`src/rtl/adc_seq.sv`:
```
module adc_seq #(
  parameter int CH_W     = 4,
  parameter int DATA_W   = 12,
  parameter int SET_W    = 6,
  parameter int MIN_SET  = 6,
  parameter int CONV_CYC = 13,
  parameter int OVL_FROM = 6
) (
  input  logic              clk,
  input  logic              rst,
  input  logic              trig_i,
  input  logic [CH_W-1:0]   chan_i,
  input  logic [SET_W-1:0]  acq_set_i,
  input  logic              nonovl_i,
  input  logic              guard_i,
  input  logic [DATA_W-1:0] conv_data_i,
  output logic              sample_o,
  output logic              convert_o,
  output logic              present_o,
  output logic [DATA_W-1:0] res_data_o,
  output logic [CH_W-1:0]   res_chan_o,
  output logic              res_valid_o,
  output logic              eoc_o,
  output logic              hazard_o,
  output logic              overflow_o
);
  localparam int CNT_W = $clog2(CONV_CYC + 1);
  localparam logic [SET_W-1:0] MIN_S  = SET_W'(MIN_SET);
  localparam logic [CNT_W-1:0] LAST_C = CNT_W'(CONV_CYC);
  localparam logic [CNT_W-1:0] OVL_C  = CNT_W'(OVL_FROM);

  logic              pend_q, samp_q, ext_q, pres_q, eoc_q, haz_q, ovf_q, valid_q;
  logic [CH_W-1:0]   pend_ch_q, acq_ch_q, conv_ch_q, pres_ch_q, res_ch_q;
  logic [SET_W-1:0]  acq_cnt_q, acq_set_q;
  logic [CNT_W-1:0]  conv_cnt_q;
  logic [DATA_W-1:0] res_q;

  logic [SET_W-1:0] set_eff;
  logic conv_busy, may_start, start, last_nom, collide, stretch, acq_end;

  assign set_eff   = (acq_set_i < MIN_S) ? MIN_S : acq_set_i;
  assign conv_busy = conv_cnt_q != '0;
  assign may_start = nonovl_i ? (!conv_busy && !pres_q)
                              : (!conv_busy || conv_cnt_q >= OVL_C);
  assign start     = pend_q && !samp_q && may_start;
  assign last_nom  = samp_q && !ext_q && (acq_cnt_q == acq_set_q);
  assign collide   = last_nom && pres_q;
  assign stretch   = collide && guard_i;
  assign acq_end   = (last_nom && !stretch) || (samp_q && ext_q);

  always_ff @(posedge clk) begin
    if (rst) begin
      pend_q     <= 1'b0;
      pend_ch_q  <= '0;
      ovf_q      <= 1'b0;
    end else begin
      ovf_q <= trig_i && pend_q;
      if (start) pend_q <= 1'b0;
      if (trig_i && !pend_q) begin
        pend_q    <= 1'b1;
        pend_ch_q <= chan_i;
      end
    end
  end

  always_ff @(posedge clk) begin
    if (rst) begin
      samp_q    <= 1'b0;
      ext_q     <= 1'b0;
      acq_cnt_q <= '0;
      acq_set_q <= '0;
      acq_ch_q  <= '0;
      haz_q     <= 1'b0;
    end else begin
      haz_q <= collide && !guard_i;
      if (start) begin
        samp_q    <= 1'b1;
        ext_q     <= 1'b0;
        acq_cnt_q <= '0;
        acq_set_q <= set_eff;
        acq_ch_q  <= pend_ch_q;
      end else if (samp_q) begin
        if (acq_end)      samp_q    <= 1'b0;
        else if (stretch) ext_q     <= 1'b1;
        else              acq_cnt_q <= acq_cnt_q + 1'b1;
      end
    end
  end

  always_ff @(posedge clk) begin
    if (rst) begin
      conv_cnt_q <= '0;
      conv_ch_q  <= '0;
      pres_q     <= 1'b0;
      pres_ch_q  <= '0;
      eoc_q      <= 1'b0;
      valid_q    <= 1'b0;
      res_q      <= '0;
      res_ch_q   <= '0;
    end else begin
      if (acq_end) begin
        conv_cnt_q <= CNT_W'(1);
        conv_ch_q  <= acq_ch_q;
      end else if (conv_cnt_q == LAST_C) begin
        conv_cnt_q <= '0;
      end else if (conv_busy) begin
        conv_cnt_q <= conv_cnt_q + 1'b1;
      end
      pres_q <= conv_cnt_q == LAST_C;
      if (conv_cnt_q == LAST_C) pres_ch_q <= conv_ch_q;
      eoc_q <= pres_q;
      if (pres_q) begin
        res_q    <= conv_data_i;
        res_ch_q <= pres_ch_q;
        valid_q  <= 1'b1;
      end
    end
  end

  assign sample_o    = samp_q;
  assign convert_o   = conv_busy;
  assign present_o   = pres_q;
  assign eoc_o       = eoc_q;
  assign res_data_o  = res_q;
  assign res_chan_o  = res_ch_q;
  assign res_valid_o = valid_q;
  assign hazard_o    = haz_q;
  assign overflow_o  = ovf_q;


  conv_to_present_chk: assert property (@(posedge clk) disable iff (rst)
    $fell(convert_o) |-> present_o);

  present_to_eoc_chk: assert property (@(posedge clk) disable iff (rst)
    present_o |=> (eoc_o && res_valid_o));

  hazard_on_eoc_chk: assert property (@(posedge clk) disable iff (rst)
    hazard_o |-> eoc_o);

  guard_no_hazard_chk: assert property (@(posedge clk) disable iff (rst)
    $past(guard_i) |-> !hazard_o);

  nonovl_start_chk: assert property (@(posedge clk) disable iff (rst)
    ($past(nonovl_i) && $rose(sample_o)) |-> (!convert_o && !present_o));

  overflow_cause_chk: assert property (@(posedge clk) disable iff (rst)
    overflow_o |-> $past(trig_i));
endmodule

```
`config.mk`:
```
export PLATFORM = sky130hd
export DESIGN_NAME = adc_seq
export DESIGN_NICKNAME = d
export VERILOG_FILES = /design/src/rtl/adc_seq.sv
export SDC_FILE = /design/constraint.sdc
export NUM_CORES = 1
export LEC_CHECK = 0
export ABC_AREA = 1
export BUFFER_PORTS_ARGS = -buffer_cell sky130_fd_sc_hd__buf_2
export CAP_MARGIN = 20
export CORE_MARGIN = 2
export CORE_UTILIZATION = 40
export DETAILED_ROUTE_END_ITERATION = 8
export MAX_ROUTING_LAYER = met4
export PLACE_DENSITY = 0.61
export SYNTH_ARGS = -nofsm -noshare
export SYNTH_HDL_FRONTEND = slang
export SYNTH_SLANG_ARGS = --single-unit
```
`constraint.sdc`:
```
create_clock -name clk -period 3.17 [get_ports clk]
set_clock_uncertainty 0.05 [all_clocks]
set_input_delay 0.1585 -clock clk [delete_from_list [all_inputs] [get_ports clk]]
set_output_delay 0.1585 -clock clk [all_outputs]
set_load 0.02 [all_outputs]
```
==> flow_metrics.tcl <==
set metrics [dict create \
    min_period_ns 1.94 \
    wl_per_cell_um 11.0 \
    portBuffers 49 \
    synth.area.top_cells "dfxtp_1, nand2_1, nor2_1" \
    rsz0062_at_grt "false" \
    drc 0 \
    dp_hpwl_um 3380 \
    dieArea_sq_um 6410 \
    finalSetupViolCount 0 \
    peakVddDrop_uv 224 \
    path_delay_family "simple AND/OR/NAND/NOR gates" \
    maxCapViolCount 0 \
    mostFrequentLayoutCell "dfxtp_1" \
    synth_area_sq_um 2310 \
    die_y_um 80.1 \
    power_density_nw_per_um2 586 \
    ys_seq_area_share_pct 48.4 \
    drt_iter0_markers 100 \
    path_class "reg -> reg" \
    grt_max_degree 29 \
    ys_warn_count 0 \
    timing.slew.headroom_pct 56.4 \
    post_cts_buffers 0 \
    crit_fanout 14 \
    via_count 1984 \
    start_kind "flop" \
    core-area_sq_um 5540 \
    syn-num-nets 335 \
    internal-power_mw 1.06 \
    cts.clk_slew.worst_paths_ns 0.10 \
    final_cell_mix "dfxtp_1, nand2_1, nor2_1, buf_2, o21ai_0" \
    worstPathCellList "inv_1, ha_1, nand2_4, o21ai_2, nand3_1, nand2_1, inv_1, nand2_1, nand2_1" \
    p_clk_share_pct 24.3 \
    area_growth_pct 17.0 \
    antenna_found_initial 0 \
    drt-pass1-iter-count 4 \
    worst-slew-pin-transition_ns 0.653 \
    power_mw 1.59 \
    cp.arrival_ns 2.10 \
    hp-class "in -> reg" \
    groute.usage.overall_pct 16.5 \
    routed_wl_um 4680 \
    grt_overflow_total 0 \
    grt_pass1_vias 1899 \
    cts-buffers-inserted 5 \
    power.switching_mw 0.527 \
    synth.top_cell.area_share_pct 48.4 \
    p_leak_nw 1.29 \
    vias_per_cell 4.66 \
    synth-seq-cells 56 \
    cts_buffer_depth 2 \
    start_util_pct 41.8 \
    top_level_ports 50 \
    cts-root-buf "clkbuf_8" \
    cts_tree "built" \
    critical_path.max_stage_delay_ns 0.44 \
    fin_setup_tns_ns 0 \
    switching_share_pct 33.2 \
    status "finished, final reports clean" \
    cts-htree-levels 2 \
    syn_avg_cell_area_sq_um 7.64 \
    diodes 0 \
    grt_pass1_wl_um 8220 \
    rows 27 \
    clk_latency_ns 0.31 \
    ys_types 30 \
    drtAntennaViolNets 0 \
    rrSetupSlack_ns 1.23 \
    postSynthCellCount 303 \
    gp_congestion 0.808 \
    fin_nets 385 \
    die_w_um 80.1 \
    slew_violations 0 \
    critical-path-slowest-cell "nand2_1" \
    cp_common_cell "nand2_1" \
    ctsResizeCount 0 \
    max_freq_mhz 516 \
    cp-end-kind "flop" \
    period_share_pct 61.2 \
    drive_above_1_share_pct 20.6 \
    numClockSinks 56 \
    seqPwrFrac_pct 50.8 \
    hold_viol_final 0 \
    hold_buffers 1 \
    required_ns 3.33 \
    yosys.area.top_type "dfxtp_1" \
    combinationalPowerShare_pct 24.9 \
    path_buf_inv 2 \
]
[routing by layer]
| metal | vias to the layer above | part of all wire (%) | GRT usage [%] |
|---|---|---|---|
| li1 | 1061 | - | - |
| met1 | 862 | 50 | 20.8 |
| met2 | 56 | 43 | 26.8 |
| met3 | 5 | 5.8 | 3.26 |
| met4 | 0 | 1.3 | 5.25 |
| met5 | - | 0 | - |
[final cells by class]
cell class | count | area, sq um
clock inverter | 2 | 16.3
tap | 72 | 90.1
sequential | 56 | 1120
multi-input combinational | 208 | 1030
fill | 576 | 2830
clock buffer | 6 | 72.6
timing repair buffer | 51 | 263
inverter | 31 | 116
[path summary, 6_finish.rpt]
kind              cells after the start            end      startpoint
setup / recovery                      9    acq_ch_q[2]   conv_cnt_q[1]
setup reg to reg                      9    acq_ch_q[2]   conv_cnt_q[1]
hold / removal                        3  res_data_o[8]  conv_data_i[8]
hold reg to reg                       2    acq_ch_q[3]     acq_ch_q[3]
[state kept, by name, indices dropped and copies added, names as in the netlist]
register     count
acq_ch_q         4
acq_cnt_q        6
acq_set_q        6
conv_ch_q        4
conv_cnt_q       4
eoc_o            1
ext_q            1
hazard_o         1
overflow_o       1
pend_ch_q        4
pend_q           1
pres_ch_q        4
present_o        1
res_chan_o       4
res_data_o      12
res_valid_o      1
sample_o         1
[metrics by stage]
stage               utilization (%)  instance area [sq um]  instances  setup slack, ns  hold WS [ns]
floorplan                         -                   2310        303             1.71         0.178
global placement               47.1                   2610        417             1.24         0.328
detailed placement             47.1                   2610        417             1.25         0.333
CTS                            48.9                   2710        426             1.23       0.00362
global route                   48.9                   2710        426            0.941        0.0126
finish                         48.9                   2710        426             1.23        0.0120
[cell usage after synthesis (all sizes together)]
master   n
nand3b   1
nand2   60
xnor2    1
a31oi    1
clkbuf   3
nor2    57
a21oi   12
inv     29
nand3   22
nand4    2
clkinv   2
xor2     6
dfxtp   56
o21ai   34
nor3     5
nor4     1
ha       5
a21boi   1
buf      5
[power groups by stage]
stage / sequential (mW) / combinational, mW / clock (mW)
after global placement: 0.821 / 0.392 / 0
final: 0.806 / 0.395 / 0.386
after floorplan: 0.820 / 0.311 / 0
after global routing: 0.818 / 0.456 / 0.432
after detailed placement: 0.823 / 0.397 / 0
after CTS: 0.806 / 0.400 / 0.404
[logic make-up (layout without fill, tap and decap cells)]
logic type / after synthesis / after routing / share of synthesized area [%]
AO/OA/AOI/OAI: 48 / 48 / 11.0
XOR/XNOR: 7 / 7 / 2.65
adder cells (fa/ha/maj): 5 / 5 / 2.70
buffers and inverters: 39 / 90 / 7.08
flip-flops: 56 / 56 / 48.4
AND/OR/NAND/NOR: 148 / 148 / 28.1
[worst reg2reg max path, cell delays in order, from the launching register on]
cell and delay [ns]:
dfxtp_1 0.36, inv_1 0.11, ha_1 0.20, nand2_4 0.09, o21ai_2 0.14, nand3_1 0.09, nand2_1 0.44, inv_1 0.20
nand2_1 0.11, nand2_1 0.05
Power figures use the tool's default switching activity.
